[config.mk]
export PLATFORM = sky130hd
export DESIGN_NAME = odport_bank
export DESIGN_NICKNAME = d
export VERILOG_FILES = /design/src/rtl/odport_pkg.sv /design/src/rtl/odport_ctrl.sv /design/src/rtl/odport_dpath.sv /design/src/rtl/odport_bank.sv
export SDC_FILE = /design/constraint.sdc
export NUM_CORES = 1
export LEC_CHECK = 0
export BUFFER_PORTS_ARGS = -buffer_cell sky130_fd_sc_hd__buf_2
export CAP_MARGIN = 20
export CORE_MARGIN = 4
export CORE_UTILIZATION = 45
export CTS_CLUSTER_SIZE = 14
export DETAILED_ROUTE_END_ITERATION = 12
export HOLD_SLACK_MARGIN = 0.08
export PLACE_DENSITY = 0.69
export SLEW_MARGIN = 5
export SYNTH_ARGS = -nofsm -noshare
export SYNTH_HDL_FRONTEND = slang
export SYNTH_SLANG_ARGS = --single-unit
[constraint.sdc]
create_clock -name clk -period 3.9 [get_ports clk]
set_clock_uncertainty 0.15 [all_clocks]
set_input_delay 0.39 -clock clk [delete_from_list [all_inputs] [get_ports clk]]
set_output_delay 0.39 -clock clk [all_outputs]
set_load 0.02 [all_outputs]
[src/rtl/odport_pkg.sv]
package odport_pkg;
  localparam int NP = 6;
  localparam int PW = 8;
  localparam int AW = $clog2(NP + 1);
  localparam logic [AW-1:0] MASK_ADDR = AW'(NP);

  typedef struct packed {
    logic [NP-1:0] portWr;
    logic          maskWr;
    logic          rdIsPort;
    logic          rdIsMask;
    logic [AW-1:0] rdPort;
  } ctrlStrobe_t;
endpackage

[src/rtl/odport_ctrl.sv]
module odport_ctrl
  import odport_pkg::*;
(
  input  logic          clk,
  input  logic          rstN,
  input  logic          wrEn,
  input  logic [AW-1:0] addr,
  input  logic [PW-1:0] wrData,
  output ctrlStrobe_t   strobe,
  output logic [NP-1:0] maskQ
);
  always_comb begin
    strobe = '0;
    if (addr < MASK_ADDR) begin
      strobe.rdIsPort = 1'b1;
      strobe.rdPort   = addr;
      if (wrEn && !maskQ[addr]) strobe.portWr[addr] = 1'b1;
    end else if (addr == MASK_ADDR) begin
      strobe.rdIsMask = 1'b1;
      strobe.maskWr   = wrEn;
    end
  end

  always_ff @(posedge clk or negedge rstN) begin
    if (!rstN)              maskQ <= '0;
    else if (strobe.maskWr) maskQ <= wrData[NP-1:0];
  end

  // at most one port latch is loaded per cycle
  a_r8_single_port_strobe: assert property (@(posedge clk) disable iff (!rstN)
    $onehot0(strobe.portWr));
endmodule

[src/rtl/odport_dpath.sv]
module odport_dpath
  import odport_pkg::*;
#(
  parameter int SYNC_STAGES = 2
) (
  input  logic             clk,
  input  logic             rstN,
  input  ctrlStrobe_t      strobe,
  input  logic [PW-1:0]    wrData,
  input  logic [NP-1:0]    maskQ,
  input  logic [NP*PW-1:0] padIn,
  output logic [NP*PW-1:0] padPullLow,
  output logic [PW-1:0]    rdData
);
  logic [NP-1:0][PW-1:0]             latchQ;
  logic [SYNC_STAGES-1:0][NP*PW-1:0] syncQ;
  logic [NP-1:0][PW-1:0]             pinView;

  for (genvar p = 0; p < NP; p++) begin : g_port
    always_ff @(posedge clk or negedge rstN) begin
      if (!rstN)                latchQ[p] <= '0;
      else if (strobe.portWr[p]) latchQ[p] <= wrData;
    end

    // an accepted write appears on the drivers after the edge
    a_r2_latch_loads: assert property (@(posedge clk) disable iff (!rstN)
      strobe.portWr[p] |=> padPullLow[p*PW +: PW] == $past(wrData));
  end

  for (genvar s = 0; s < SYNC_STAGES; s++) begin : g_sync
    always_ff @(posedge clk or negedge rstN) begin
      if (!rstN)       syncQ[s] <= '1;
      else if (s == 0) syncQ[s] <= padIn;
      else             syncQ[s] <= syncQ[(s == 0) ? 0 : s-1];
    end
  end

  assign padPullLow = latchQ;
  assign pinView    = syncQ[SYNC_STAGES-1];

  always_comb begin
    if (strobe.rdIsPort)      rdData = pinView[strobe.rdPort];
    else if (strobe.rdIsMask) rdData = PW'(maskQ);
    else                      rdData = '0;
  end
endmodule

[src/rtl/odport_bank.sv]
module odport_bank
  import odport_pkg::*;
#(
  parameter int SYNC_STAGES = 2
) (
  input  logic             clk,
  input  logic             rstN,
  input  logic             wrEn,
  input  logic [AW-1:0]    addr,
  input  logic [PW-1:0]    wrData,
  output logic [PW-1:0]    rdData,
  input  logic [NP*PW-1:0] padIn,
  output logic [NP*PW-1:0] padPullLow
);
  ctrlStrobe_t   strobe;
  logic [NP-1:0] maskQ;

  odport_ctrl u_ctrl (
    .clk(clk), .rstN(rstN), .wrEn(wrEn), .addr(addr), .wrData(wrData),
    .strobe(strobe), .maskQ(maskQ)
  );

  odport_dpath #(.SYNC_STAGES(SYNC_STAGES)) u_dpath (
    .clk(clk), .rstN(rstN), .strobe(strobe), .wrData(wrData), .maskQ(maskQ),
    .padIn(padIn), .padPullLow(padPullLow), .rdData(rdData)
  );

  // a protected port ignores the write
  a_r3_protected_hold: assert property (@(posedge clk) disable iff (!rstN)
    (wrEn && addr < MASK_ADDR && maskQ[addr]) |=> $stable(padPullLow));

  // protect register always accepts writes
  a_r4_mask_loads: assert property (@(posedge clk) disable iff (!rstN)
    (wrEn && addr == MASK_ADDR) |=> maskQ == $past(wrData[NP-1:0]));

  // the unused address touches no state
  a_r7_unused_inert: assert property (@(posedge clk) disable iff (!rstN)
    (wrEn && addr > MASK_ADDR) |=> ($stable(padPullLow) && $stable(maskQ)));
endmodule

; After elaboration in Yosys (flattened, before gate mapping)
; Cells that the tools add are included.
[totals]
reg_bits = 150
inputBits = 62
wordCells = 33
[classes]
n_lt_le_gt_ge = 4
eq_ne = 1
n_mux = 16
reduce_logical = 3
[ops]
columns = cell, n
row1 = $bmux W8 S3, 1
row2 = $mux W6, 3
row3 = $mux W8, 2
row4 = $lt A3 B4 Y1 const B, 2
row5 = $mux W1, 7
row6 = $bmux W1 S3, 1
row7 = $demux W1 S3, 1
row8 = $eq A3 B3 Y1 const B, 1
row9 = $ge A3 B1 Y1 const B, 1
row10 = $lt A3 B3 Y1 const B, 1
row11 = $mux W3, 1
row12 = $logic_and A1 B1 Y1, 2
row13 = $logic_not A1 Y1, 1

; Logic depth before layout (Yosys ltp)
; Gate-level depths: netlist of the first run.
[logic_depth]
depth_word = 6
depth_mapped = 5

; Modules after synthesis
; Synthesis of the first run repeated with hierarchy kept, for this count alone.
[hier_totals]
hier_cells = 281
hier_area_um2 = 5057.4
[by_module_without_submodules]
columns = module, instances, cells_per_inst, area_per_inst_um2, seq_area_each_um2
row1 = odport_dpath, 1, 252, 4735.8, 3723.6
row2 = odport_ctrl, 1, 29, 321.6, 150.1

; Worst setup path after synthesis of the first run
; No wires, ideal clock.
[synth_timing]
path_type = input-to-output
startpoint = in addr[2]
endpoint = out rdData[3]
t_arrival_ns = 1.566
required_ns = 3.360
path_slack_ns = 1.794
path_stages = 5
path_cell_list = buf_2 > buf_2 > nand3b_1 > o211a_1 > a221oi_1
[synth_between]
elab_chain_cells = 5
[synth_rtl]
columns = element, line_no
row1 = start: declaration, odport_bank.sv:9  ; input logic [AW-1:0] addr,
row2 = $lt A3 B3 Y1 or $eq A3 B3 Y1 (tied branches), "odport_ctrl.sv:14, odport_ctrl.sv:18"
row3 = $mux W3 or $mux W1 (tied branches), "odport_ctrl.sv:14, odport_ctrl.sv:18"
row4 = $bmux W8 S3 or $mux W1 (tied branches), "odport_dpath.sv:42, odport_ctrl.sv:14"
row5 = $mux W8 (not written as such) or $mux W6 (tied branches), "odport_dpath.sv:42, odport_dpath.sv:43"
row6 = $mux W8 *, odport_dpath.sv:42  ; if (strobe.rdIsPort) rdData = pinView[strobe.rdPort];
row7 = end: declaration, odport_bank.sv:11  ; output logic [PW-1:0] rdData,
; Mark *: on every way between the ends. The rest lies on a longest branch, timed or not. The select of a mux whose other input is x is not followed.

; Worst setup path after layout of the first run
[layout_timing]
startpoint = in addr[0]
endpoint = out rdData[6]
[layout_between]
elab_chain_cells = 5
[layout_rtl]
columns = element, line_no
row1 = $lt A3 B3 Y1, odport_ctrl.sv:14  ; if (addr < MASK_ADDR) begin
row2 = $mux W3, odport_ctrl.sv:14
row3 = $bmux W8 S3, odport_dpath.sv:42
row4 = $mux W8 (not written as such), odport_dpath.sv:42
row5 = $mux W8 *, odport_dpath.sv:42
; Marked as above.

==> results_dict.tcl, run 1 <==
set metrics [dict create \
    outcome "completed" \
    end_kind "output pin" \
    io_buffers 117 \
    syn-cell-area_mm2 0.005132 \
    dp_hpwl_um 6867 \
    cts_tree "yes" \
    required_ns 3.36 \
    cts_max_path_buffers 2 \
    postSynthNetCount 337 \
    grtUsageTotal 0.1667 \
    diodes 0 \
    grt_max_degree 84 \
    p_sw_uw 1169 \
    worstPathArrival_ns 1.97 \
    worst-path-max-fanout 30 \
    clock.fmax_mhz 398.3 \
    start_util 0.4673 \
    antenna_found_initial 0 \
    tightest_slew_ns 0.7688 \
    swShare 0.2713 \
    ys_warn_count 0 \
    seqPwrFrac 0.453 \
    r2r_setup_slack_ns 2.14 \
    die_h_um 114.8 \
    io_pins 118 \
    drv_cap 0 \
    startpoint_type "input pin" \
    wl_met2_um 5283 \
    worst_slack_ns 1.389 \
    grt_pass1_vias 3135 \
    yosysUniqueCellTypes 25 \
    finalHoldViolCount 0 \
    clock_latency_ns 0.41 \
    max_slew_margin 0.4875 \
    fp.dieArea_mm2 0.01318 \
    combPwrFrac 0.183 \
    htreeDepth 4 \
    power_density_mw_per_mm2 620.1 \
    grt_overflow 0 \
    cts.sink_count 150 \
    p_clk_frac 0.364 \
    crit_type "in -> out" \
    core_region_area_mm2 0.01098 \
    ctsResizeCount 0 \
    top_layer_used "met4" \
    wl_met1_um 4284 \
    wire_per_inst_um 16.93 \
    numCtsBuffers 17 \
    row_count 38 \
    vias 2933 \
    drtPass1Iterations 4 \
    setup_violations 0 \
    internal_power_uw 3141 \
    ys_ff_latch 150 \
    layout-drive-gt1-share 0.6716 \
    vias_per_cell 4.816 \
    drtIter0Drc 174 \
    synth_area_per_cell_um2 18.66 \
    slew_violations 0 \
    dieWidth_um 114.8 \
    grt_pass1_wl_um 16490 \
    gp_congestion 0.7525 \
    finalSetupTns_ns 0 \
    worst_ir_drop_vdd_uv 369.1 \
    rsz0062_at_grt "no" \
    cts_root_buf "clkbuf_16" \
    cellLeakagePower_uw 0.003111 \
    nets 518 \
    hold_path.class "in -> reg" \
    drc_errors 0 \
    whs_ns 0.1272 \
    cts.clk_slew.worst_paths_ns 0.06 \
    met3WireLength_um 562 \
    period_needed_ns 2.511 \
    synth_seq_area_share 0.7548 \
    dp_slack_ns 1.325 \
    ant_nets 0 \
    syn_to_final_growth_pct 35.42 \
    min_period_over_period 0.6438 \
    synthCells 275 \
    wl_um 10310 \
]
registers in the layout, summed over array words and instances (netlist names):
| register | cells |
|---|---|
| u_ctrl.maskQ | 6 |
| u_dpath.pinView | 48 |
| u_dpath.padPullLow | 48 |
| u_dpath.syncQ | 48 |
worst max-delay path, cell delays in order:
cell	delay [ns]
buf_2	0.58
mux2_2	0.42
a22oi_1	0.21
o21ai_0	0.17
buf_2	0.20
per-stage QoR:
step | cell area [um^2] | std cells | total power (uW) | util
after global routing | 6950 | 609 | 4500 | 0.6328
after global placement | 5871 | 528 | 2716 | 0.5345
after floorplan | 5132 | 275 | 2406 | -
after CTS | 6950 | 609 | 4361 | 0.6328
final | 6950 | 609 | 4310 | 0.6328
after detailed placement | 5871 | 528 | 2740 | 0.5345
power groups by stage:
stage	registers, uW	logic, uW	clock network [uW]
finish	1950	787	1570
global route	1980	843	1670
CTS	1960	799	1610
detailed placement	1980	760	0
global placement	1970	746	0
floorplan	2170	233	0
final timing paths:
path / startpoint / endpoint / cells after the start
min in group asynchronous: rstN / u_ctrl.maskQ[1] / 2
min: wrData[7] / u_dpath.padPullLow[47] / 2
max reg2reg: u_ctrl.maskQ[0] / u_dpath.padPullLow[4] / 2
min reg2reg: u_dpath.syncQ[18] / u_dpath.pinView[18] / 0
max in group asynchronous: rstN / u_dpath.pinView[31] / 3
max: addr[0] / rdData[6] / 5
cell type report:
class                           instances  area (um^2)
Clock buffer                           23        499.2
Sequential cell                       150         3874
Tap cell                              140        175.2
Multi-Input combinational cell        119         1215
Timing Repair Buffer                  168         1097
Fill cell                             795         4033
Clock inverter                          9        90.09
what timing repair did:
| item | CTS | global route |
|---|---|---|
| setup endpoints to repair | 0 | 0 |
| endpoints found under the hold margin | 62 | 0 |
| hold buffers | 49 | 0 |
| buffers inserted | 0 | 0 |
layout by cell type (no fill, tap or decap), types with 3 or more instances in the layout:
| cell type | synthesis | final |
|---|---|---|
| dfrtp_1 | 54 | 54 |
| buf_2 | 2 | 116 |
| mux2i_1 | 20 | 20 |
| mux2_2 | 57 | 57 |
| nand2_1 | 5 | 5 |
| a22o_1 | 4 | 4 |
| nor3_4 | 4 | 4 |
| dfstp_2 | 96 | 96 |
| clkbuf_16 | 0 | 18 |
| a31oi_1 | 4 | 4 |
| clkbuf_8 | 0 | 3 |
| dlygate4sd3_1 | 0 | 49 |
| or2_2 | 4 | 4 |
cells by family (layout without fill, tap and decap cells):
group,after synthesis,after routing,share of synthesized area
mux,78,78,0.1663
simple gates,25,25,0.04656
flops,150,150,0.7548
buf+inv,6,200,0.008532
compound gates,16,16,0.02389
layer usage:
metal | track usage | up-vias
li1 | - | 1333
met2 | 0.2736 | 82
met3 | 0.04579 | 16
met4 | 0.07433 | 0
met5 | 0 | -
met1 | 0.2081 | 1502
cell usage after synthesis, drive strengths merged:
| cell | instances | share of area |
|---|---|---|
| buf | 6 | 0.0085 |
| or2 | 4 | 0.0049 |
| a22o | 4 | 0.0068 |
| o21ai | 2 | 0.0020 |
| mux2 | 58 | 0.13 |
| nor4 | 2 | 0.0083 |
| mux2i | 20 | 0.039 |
| dfrtp | 54 | 0.26 |
| o211a | 2 | 0.0039 |
| a22oi | 2 | 0.0029 |
| a221oi | 2 | 0.0034 |
| nand2b | 3 | 0.0066 |
| nor2b | 2 | 0.0024 |
| dfstp | 96 | 0.49 |
| and2b | 1 | 0.0015 |
| nor3 | 4 | 0.013 |
| nand3b | 2 | 0.0029 |
| nand4b | 1 | 0.0029 |
| nand2 | 5 | 0.0037 |
| a31oi | 4 | 0.0049 |
| nor2 | 1 | 0.00073 |
No activity file was read; power rests on OpenSTA's default activity.
==> inputs of run 2 (changes only) <==
--- a/config.mk
+++ b/config.mk
@@ -5,6 +5,7 @@
 export SDC_FILE = /design/constraint.sdc
 export NUM_CORES = 1
 export LEC_CHECK = 0
+export ABC_AREA = 1
 export BUFFER_PORTS_ARGS = -buffer_cell sky130_fd_sc_hd__buf_2
 export CAP_MARGIN = 20
 export CORE_MARGIN = 4
@@ -12,7 +13,7 @@
 export CTS_CLUSTER_SIZE = 14
 export DETAILED_ROUTE_END_ITERATION = 12
 export HOLD_SLACK_MARGIN = 0.08
-export PLACE_DENSITY = 0.69
+export PLACE_DENSITY = 0.71
 export SLEW_MARGIN = 5
 export SYNTH_ARGS = -nofsm -noshare
 export SYNTH_HDL_FRONTEND = slang
==> constraint.sdc (replaced) <==
create_clock -name clk -period 2.1 [get_ports clk]
set_clock_uncertainty 0.15 [all_clocks]
set_input_delay 0.21 -clock clk [delete_from_list [all_inputs] [get_ports clk]]
set_output_delay 0.21 -clock clk [all_outputs]
set_load 0.02 [all_outputs]
==> results_dict.tcl, run 2 <==
set metrics [dict create \
    diodes 0 \
    period_needed_ns 1.946 \
    ant_nets 0 \
    yosysMostFrequentCell "nand2_1" \
    vias 3924 \
    use_met3 0.05492 \
    drc_errors 0 \
    postSynthNetCount 518 \
    required_ns 1.74 \
    setup_violations 0 \
    finalHoldViolCount 0 \
    wl_um 12640 \
    crit_family "flip-flops" \
    clock_latency_ns 0.42 \
    met1_usage 0.2546 \
    synthArstFlopShare 1.000 \
    dpl_cell_area_mm2 0.006105 \
    slew_violations 0 \
    cp.depth 7 \
    core_region_area_mm2 0.01147 \
    dieWidth_um 116.3 \
    numCtsBuffers 17 \
    drv_cap 0 \
    synth_area_leaders "dfstp_2, dfrtp_1, nand2_1, nand3_1, nor2_1" \
    multi_input_area_mm2 0.001251 \
    synth_area_per_cell_um2 11.57 \
    fillers 851 \
    io_pins 118 \
    r2r_start "u_ctrl.maskQ[0]" \
    synth_seq_area_share 0.7345 \
    crit_type "reg -> out" \
    htreeDepth 4 \
    reg2regPathDepth 6 \
    antenna_found_initial 0 \
    row_count 39 \
    synthCells 456 \
    grt_overflow 0 \
    drtPass1Iterations 4 \
    worstPathArrival_ns 1.59 \
    slowest_delay_ns 0.52 \
    startpoint_type "register" \
    met2_usage 0.3085 \
    drtIter0Drc 370 \
    r2r-end "u_dpath.padPullLow[0]" \
    grt_max_degree 61 \
    synth_top_area_share 0.4783 \
    yosysUniqueCellTypes 24 \
    cp-startpoint "u_dpath.pinView[16]" \
    ys.flop_type "dfstp_2" \
    min_period_over_period 0.9268 \
    die_h_um 116.3 \
    synth_common_cells "nand2_1, dfstp_2, nand3_1" \
    grt_pass1_vias 4024 \
    io_buffers 117 \
    fin_area_mm2 0.007325 \
    cts.clk_slew.worst_paths_ns 0.06 \
    timing.critical_path.buf_inv 1 \
    ys_warn_count 0 \
    finalPower_uw 8057 \
    layout-drive-gt1-share 0.4249 \
    start_util 0.4599 \
    ys_ff_latch 150 \
    nets 715 \
    tightest_slew_ns 0.5346 \
    cts.sink_count 150 \
    slowest_stage "dfstp_2" \
    yosysTopAreaCell "dfstp_2" \
    synth_edf_count 0 \
    syn_to_final_growth_pct 38.88 \
    syn-cell-area_mm2 0.005274 \
    cellLeakagePower_uw 0.003574 \
    regArea_mm2 0.003874 \
    outcome "completed" \
    worst_ir_drop_vdd_uv 878.3 \
    most-common-layout-cells "nand2_1, buf_2, dfstp_2" \
    cts_max_path_buffers 2 \
    clock.fmax_mhz 513.8 \
    gp_congestion 0.8092 \
    layout_commonest_cell "nand2_1" \
    fp.dieArea_mm2 0.01352 \
    worst-path-max-fanout 1 \
    path_cells "nor2_1 -> nor2_1 -> o21ai_0 -> o21ai_0 -> nand2_1 -> nand2_1 -> buf_2" \
    dp_hpwl_um 8147 \
    cts_setup_buffers 0 \
    vias_per_cell 4.850 \
    finalSetupTns_ns 0 \
    grtUsageTotal 0.1990 \
    cts_root_buf "clkbuf_16" \
    wire_per_inst_um 15.62 \
    end_kind "output pin" \
    power_density_mw_per_mm2 1100 \
    r2r_setup_slack_ns 0.41 \
    cp-endpoint "rdData[0]" \
    cts_tree "yes" \
    max_slew_margin 0.6436 \
    grt_busiest_layer "met2" \
    hold_path.class "in -> async" \
    grt_pass1_wl_um 20010 \
    final_core_util 0.6387 \
    rsz0062_at_grt "no" \
]
[run 2: cell types whose count changed after synthesis, sizes merged, moves of 12 or more]
cell and delta:
nand3 +61, nand2 +132, mux2 -56, nor2 +33
a21oi +12, mux2i -20, inv +21, o21ai +16
[run 2: metal layers]
layer	part of all wire	routed length [um]
met3	0.076	966
met1	0.43	5421
met4	0.022	284
met2	0.47	5964
met5	0	0
[run 2: worst register-to-register path, cell delays in order (launching register included)]
cell and delay (ns):
dfrtp_1 0.39, nand2_1 0.11, nand2_1 0.09, a21oi_2 0.38, nand3_2 0.27, nand2_1 0.12, nand2_1 0.07
[run 2: worst min-delay path by stage]
stage / slack (ns) / cells after the start / start / to
finish: 0.16 / 2 / rstN / u_dpath.padPullLow[28]
global placement: 0.05 / 1 / rstN / u_dpath.padPullLow[27]
CTS: 0.17 / 2 / rstN / u_dpath.padPullLow[27]
floorplan: -0.24 / 0 / rstN / u_ctrl.maskQ[0]
detailed placement: 0.06 / 1 / rstN / u_dpath.padPullLow[28]
global route: 0.21 / 2 / rstN / u_dpath.padPullLow[27]
[run 2: cells by family (layout without fill, tap and decap cells)]
group           after synthesis  in the layout  synth area share
simple gates                235            235            0.1945
compound gates               37             37           0.03843
buf+inv                      32            242           0.02823
flops                       150            150            0.7345
mux                           2              2          0.004270
[run 2: power by group]
| group | switching, uW | internal [uW] |
|---|---|---|
| Combinational | 836 | 462 |
| Sequential | 187 | 3320 |
| Clock | 1230 | 2020 |
| Total | 2250 | 5800 |
[run 2: final cells by class]
type	instances	area share
sequential	150	0.5289
timing repair buffer	189	0.1778
inverter	21	0.01076
multi-input combinational	274	0.1708
clock buffer	17	0.05808
clock inverter	15	0.02921
tap	143	0.02443
[run 2: through the flow]
stage          hold slack [ns]  worst slack (ns)  instances
3_3_place_gp           0.05444            0.2686        719
3_5_place_dp           0.05889            0.1998        719
5_1_grt                 0.2054           0.01063        809
4_1_cts                 0.1723            0.1336        809
2_1_floorplan          -0.2356            0.5175        456
6_report                0.1637            0.1538        809
[run 2: repair_timing]
item / in CTS / in global routing
gates resized for setup: 0 / 0
hold buffers: 58 / 0
hold endpoints to repair: 164 / 0
